<file path="config.mk">
export PLATFORM = sky130hd
export DESIGN_NAME = mci_irq_router
export DESIGN_NICKNAME = d
export VERILOG_FILES = /design/src/rtl/mci_irq_pkg.sv /design/src/rtl/mci_req_bank.sv /design/src/rtl/mci_clk_ctrl.sv /design/src/rtl/mci_irq_steer.sv /design/src/rtl/mci_irq_router.sv
export SDC_FILE = /design/constraint.sdc
export NUM_CORES = 1
export LEC_CHECK = 0
export ABC_AREA = 1
export BUFFER_PORTS_ARGS = -buffer_cell sky130_fd_sc_hd__clkbuf_2
export CORE_MARGIN = 3
export CORE_UTILIZATION = 39
export DETAILED_ROUTE_END_ITERATION = 10
export GPL_ROUTABILITY_DRIVEN = 1
export PLACE_DENSITY = 0.86
export SYNTH_ARGS = -nofsm -noshare
export SYNTH_HDL_FRONTEND = slang
export SYNTH_SLANG_ARGS = --single-unit
</file>
<file path="constraint.sdc">
create_clock -name clk_i -period 2.4 [get_ports clk_i]
set_input_delay 0.12 -clock clk_i [delete_from_list [all_inputs] [get_ports clk_i]]
set_output_delay 0.12 -clock clk_i [all_outputs]
set_load 0.02 [all_outputs]
</file>
<file path="src/rtl/mci_irq_pkg.sv">
package mci_irq_pkg;
  localparam int NUM_SRC   = 13;
  localparam int REG_W     = 32;
  localparam int SRC_CLK_OFF = 4;
  localparam int SRC_RX_REQ  = 5;
  localparam int SRC_TX_REQ  = 6;
  localparam int CTL_STOP_BIT  = 0;
  localparam int CTL_START_BIT = 1;
  localparam logic [NUM_SRC-1:0] DMA_STEER_MASK =
    NUM_SRC'((1 << SRC_RX_REQ) | (1 << SRC_TX_REQ));

  typedef struct packed {
    logic start;
    logic stop;
  } clk_cmd_t;
endpackage

</file>
<file path="src/rtl/mci_req_bank.sv">
module mci_req_bank
  import mci_irq_pkg::*;
#(
  parameter int N = NUM_SRC,
  parameter int OVR_BIT = SRC_CLK_OFF
) (
  input  logic         clk_i,
  input  logic         rst_ni,
  input  logic [N-1:0] set_i,
  input  logic [N-1:0] clr_i,
  input  logic         ovr_set_i,
  input  logic         ovr_clr_i,
  output logic [N-1:0] req_o
);
  for (genvar k = 0; k < N; k++) begin : g_bit
    logic q;
    logic d;
    if (k == OVR_BIT) begin : g_ovr
      // clock control beats the pulses on this bit
      always_comb begin
        if (ovr_set_i)      d = 1'b1;
        else if (ovr_clr_i) d = 1'b0;
        else if (set_i[k])  d = 1'b1;
        else if (clr_i[k])  d = 1'b0;
        else                d = q;
      end
    end else begin : g_std
      always_comb begin
        if (set_i[k])      d = 1'b1;
        else if (clr_i[k]) d = 1'b0;
        else               d = q;
      end
    end
    always_ff @(posedge clk_i or negedge rst_ni) begin
      if (!rst_ni) q <= 1'b0;
      else         q <= d;
    end
    assign req_o[k] = q;
  end
endmodule

</file>
<file path="src/rtl/mci_clk_ctrl.sv">
module mci_clk_ctrl
  import mci_irq_pkg::*;
#(
  parameter int W = REG_W
) (
  input  logic         clk_i,
  input  logic         rst_ni,
  input  logic         we_i,
  input  logic [W-1:0] wdata_i,
  output clk_cmd_t     cmd_o,
  output logic         clk_en_o,
  output logic         abort_o
);
  logic unused_hi;
  assign unused_hi = ^{wdata_i[W-1:CTL_START_BIT+1]};

  always_comb begin
    cmd_o.stop  = we_i & wdata_i[CTL_STOP_BIT];
    cmd_o.start = we_i & wdata_i[CTL_START_BIT] & ~cmd_o.stop;
  end

  always_ff @(posedge clk_i or negedge rst_ni) begin
    if (!rst_ni) begin
      clk_en_o <= 1'b0;
      abort_o  <= 1'b0;
    end else begin
      abort_o <= cmd_o.stop;
      if (cmd_o.stop)       clk_en_o <= 1'b0;
      else if (cmd_o.start) clk_en_o <= 1'b1;
    end
  end
endmodule

</file>
<file path="src/rtl/mci_irq_steer.sv">
module mci_irq_steer
  import mci_irq_pkg::*;
#(
  parameter int N = NUM_SRC,
  parameter int W = REG_W
) (
  input  logic         clk_i,
  input  logic         rst_ni,
  input  logic         mask_we_i,
  input  logic [W-1:0] mask_wdata_i,
  input  logic [N-1:0] req_i,
  input  logic         dma_en_i,
  output logic [N-1:0] mask_o,
  output logic         irq_o,
  output logic         rx_dma_o,
  output logic         tx_dma_o
);
  logic unused_hi;
  logic [N-1:0] eff_mask;
  assign unused_hi = ^{mask_wdata_i[W-1:N]};

  always_ff @(posedge clk_i or negedge rst_ni) begin
    if (!rst_ni)        mask_o <= '0;
    else if (mask_we_i) mask_o <= mask_wdata_i[N-1:0];
  end

  assign eff_mask = dma_en_i ? (mask_o | DMA_STEER_MASK) : mask_o;

  always_ff @(posedge clk_i or negedge rst_ni) begin
    if (!rst_ni) begin
      irq_o    <= 1'b0;
      rx_dma_o <= 1'b0;
      tx_dma_o <= 1'b0;
    end else begin
      irq_o    <= |(req_i & ~eff_mask);
      rx_dma_o <= dma_en_i & req_i[SRC_RX_REQ];
      tx_dma_o <= dma_en_i & req_i[SRC_TX_REQ];
    end
  end
endmodule

</file>
<file path="src/rtl/mci_irq_router.sv">
module mci_irq_router
  import mci_irq_pkg::*;
#(
  parameter int N = NUM_SRC,
  parameter int W = REG_W
) (
  input  logic         clk_i,
  input  logic         rst_ni,
  input  logic [N-1:0] req_set_i,
  input  logic [N-1:0] req_clr_i,
  input  logic         mask_we_i,
  input  logic [W-1:0] mask_wdata_i,
  input  logic         clk_ctrl_we_i,
  input  logic [W-1:0] clk_ctrl_wdata_i,
  output logic [W-1:0] clk_ctrl_rdata_o,
  input  logic         dma_en_i,
  output logic [N-1:0] req_o,
  output logic [N-1:0] mask_o,
  output logic         clk_en_o,
  output logic         xfer_abort_o,
  output logic         irq_o,
  output logic         rx_dma_req_o,
  output logic         tx_dma_req_o
);
  clk_cmd_t clk_cmd;

  assign clk_ctrl_rdata_o = '0;

  mci_clk_ctrl #(.W(W)) u_clk_ctrl (
    .clk_i    (clk_i),
    .rst_ni   (rst_ni),
    .we_i     (clk_ctrl_we_i),
    .wdata_i  (clk_ctrl_wdata_i),
    .cmd_o    (clk_cmd),
    .clk_en_o (clk_en_o),
    .abort_o  (xfer_abort_o)
  );

  mci_req_bank #(.N(N), .OVR_BIT(SRC_CLK_OFF)) u_req_bank (
    .clk_i     (clk_i),
    .rst_ni    (rst_ni),
    .set_i     (req_set_i),
    .clr_i     (req_clr_i),
    .ovr_set_i (clk_cmd.stop),
    .ovr_clr_i (clk_cmd.start),
    .req_o     (req_o)
  );

  mci_irq_steer #(.N(N), .W(W)) u_steer (
    .clk_i        (clk_i),
    .rst_ni       (rst_ni),
    .mask_we_i    (mask_we_i),
    .mask_wdata_i (mask_wdata_i),
    .req_i        (req_o),
    .dma_en_i     (dma_en_i),
    .mask_o       (mask_o),
    .irq_o        (irq_o),
    .rx_dma_o     (rx_dma_req_o),
    .tx_dma_o     (tx_dma_req_o)
  );
endmodule

</file>
==> summary.txt <==
Worst setup path
  – CP delay by family, top: flip-flops
  – Worst Setup Start Kind: flop
  – WP data arrival: 0.86 ns
  – Crit path cell chain: clkbuf_2
  – Critical path endpoint category: output port
  – Worst-path fanout max: 4
  – Critical-path top delay cell: dfrtp_1
  – WS Path Type: flop to output port
  – Worst Path Required: between 2 and 2.5 ns
  – WP buf/inv: 1
  – Slowest stage delay, CP: ~0.40 ns
  – Worst Setup SP: u_req_bank.g_bit[5].q
  – RR Startpoint: u_req_bank.g_bit[4].q

Clocking
  – Clock Latency Late Sink: about 0.27 ns
  – CTS buffer count: 5
  – # clock sinks: 31
  – Post-CTS Hold Fix Bufs: 1
  – Worst-path clk slew: around 0.060 ns
  – H-tree depth: 2
  – PostCTS Resize Cnt: 0
  – Clock tree from TritonCTS: yes
  – Root Buffer: clkbuf_8
  – Postcts setup bufs: 0
  – Longest Clk Path Bufs: 2

STA
  – Setup violators final: 0
  – Clock Skews: 0.001248 ns
  – RSZ-0062 raised after global routing: no
  – Period utilization: 0.4065
  – Max_slew headroom: 0.4848
  – Top achievable clock speed: just over 1000 MHz
  – Final Slew Violations: 0
  – Setup TNS: 0 ns
  – Tightest Pin Transition: between 0.7 and 0.8 ns
  – Min cycle time layout: between 0.9 and 1 ns
  – Fin. Hold Viols: 0

Global route
  – Largest net degree at the start of global routing: 32
  – Total GRT Usage: 0.1351
  – Initial antenna violation count: 0
  – Grt ovf: 0
  – Number of global-route vias before repair: between 1000 and 1500
  – First-pass GRT wire length: ~5.3 mm

Route
  – DR vias/cell: 4.090
  – Mean routed wirelength per cell: around 11 microns
  – Iteration-0 DRC count of the detailed router: 62
  – Drt drc: 0
  – Via count: 1227
  – WL final: approximately 3.2 mm
  – Final antenna-violating net count: 0
  – Drt first pass iters: 4

Logic synthesis
  – Post-Synthesis Cells: around 180
  – Distinct cell type count after synthesis: 12
  – Syn Std Cell Area: 1602 sq um
  – Post-synthesis sequential area ratio: 0.4844
  – Yosys reg bits: 31
  – Syn Area/Cell: 8.752 sq um
  – Ys Warns: 0

Job
  – Max Cap Viol: 0

Floorplan
  – IO Pins: about 160
  – Die area: between 4000 and 5000 sq um
  – Die width: 70.08 microns
  – Core ar.: roughly 3800 sq um
  – Initial core utilization: 0.4216
  – FP Rows: 22
  – Die Y: around 70 microns

Worst hold path
  – Hold Crit Start: req_clr_i[3]
  – Hold Crit Class: input pin to flop

Pwr
  – Worst VDD drop: between 0.0002 and 0.0003 V
  – Leak pwr: 0.001205 uW
  – Power per standard cell area: 672.6 nW/um^2

Finish
  – Fin area: ~1900 sq um
  – Nets: 346
  – Ant. Diodes: 0
  – Share of layout cells above drive strength 1: 0.3333
  – Number of fill cells: ~380
  – Synthesis-to-layout area growth: 19.14%

Place
  – HPWL after detailed placement: roughly 2.6 mm
  – Placed instance area: between 1500 and 2000 sq um
  – Gpl congestion: slightly below 0.8
  – Port buffer count: between 70 and 80

Run status
  – Status: finished clean
## registers in the layout, summed over array words and instances, names as in the netlist
| signal | cells |
|---|---|
| u_req_bank.g_bit.q | 13 |
| u_steer.mask_o | 13 |
| u_clk_ctrl.abort_o | 1 |
| u_clk_ctrl.clk_en_o | 1 |
| u_steer.irq_o | 1 |
| u_steer.rx_dma_o | 1 |
| u_steer.tx_dma_o | 1 |
## report_power, final
group	internal (uW)	switching, uW	leakage, uW	total, uW
Sequential	563	25.2	0.000356	588
Clock	261	174	0.0000515	436
Combinational	82.4	177	0.000797	259
Total	907	377	0.00120	1280
## cells in the final DEF, fill, tap and decap left out, drive strengths merged
| cell type | Yosys | final |
|---|---|---|
| dfrtp | 31 | 31 |
| o21ai | 15 | 15 |
| o21bai | 12 | 12 |
| a21oi | 2 | 2 |
| dlygate4sd3 | 0 | 1 |
| inv | 35 | 35 |
| nand2 | 37 | 37 |
| clkbuf | 0 | 84 |
| conb | 1 | 32 |
| nand3 | 1 | 1 |
| nor2 | 2 | 2 |
## logic make-up (layout without fill, tap and decap cells)
logic type / Yosys count / in the layout / share of synthesized area
flops: 31 / 31 / 0.4844
compound gates: 29 / 29 / 0.1117
other cells: 1 / 32 / 0.002342
buf+inv: 82 / 120 / 0.3070
simple gates: 40 / 40 / 0.09453
## layout make-up
| type | count | area [sq um] | share of cell area |
|---|---|---|---|
| Inverter | 35 | 131.4 | 0.06885 |
| Timing Repair Buffer | 77 | 390.4 | 0.2046 |
| Multi-Input combinational cell | 101 | 450.4 | 0.2361 |
| Tap cell | 48 | 60.06 | 0.03148 |
| Clock buffer | 8 | 100.1 | 0.05246 |
| Sequential cell | 31 | 775.7 | 0.4066 |
## synthesized netlist by cell type
cell type  count  area [sq um]
conb_1         1         3.750
o21bai_1      12         90.09
o21ai_0       14         70.07
inv_1         35         131.4
o21ai_2        1         8.760
nor2_1         2         7.510
nand3_1        1         5.000
buf_4         45         337.8
buf_6          2         22.52
nand2_1       37         138.9
a21oi_1        2         10.01
dfrtp_1       31         775.7
## path summary, 6_finish.rpt
check	to	slack [ns]	cells after the start
max reg2reg	u_steer.irq_o	1.52	6
max in group asynchronous	u_steer.mask_o[4]	1.45	2
min	u_req_bank.g_bit[3].q	0.02	2
max	req_o[5]	1.42	1
min reg2reg	u_clk_ctrl.clk_en_o	0.51	2
min in group asynchronous	u_req_bank.g_bit[12].q	0.45	2
## through the flow
step	power, uW	setup WS [ns]	cells	util	hold slack [ns]
floorplan	815.9	1.478	214	-	-0.1756
global placement	849.6	1.509	291	0.4733	0.2237
detailed placement	859.6	1.500	291	0.4733	0.2377
CTS	1306	1.405	300	0.5023	0.005798
global route	1372	1.304	300	0.5023	0.01693
finish	1283	1.424	300	0.5023	0.01863
## routing by layer
metal / track usage / share of wire / up-vias
met4: 0.05957 / 0.011 / 0
met1: 0.1545 / 0.38 / 553
met2: 0.2246 / 0.50 / 68
met5: 0 / 0 / -
li1: - / - / 601
met3: 0.05036 / 0.11 / 5
Note: power is estimated with default switching activity, not from simulation.
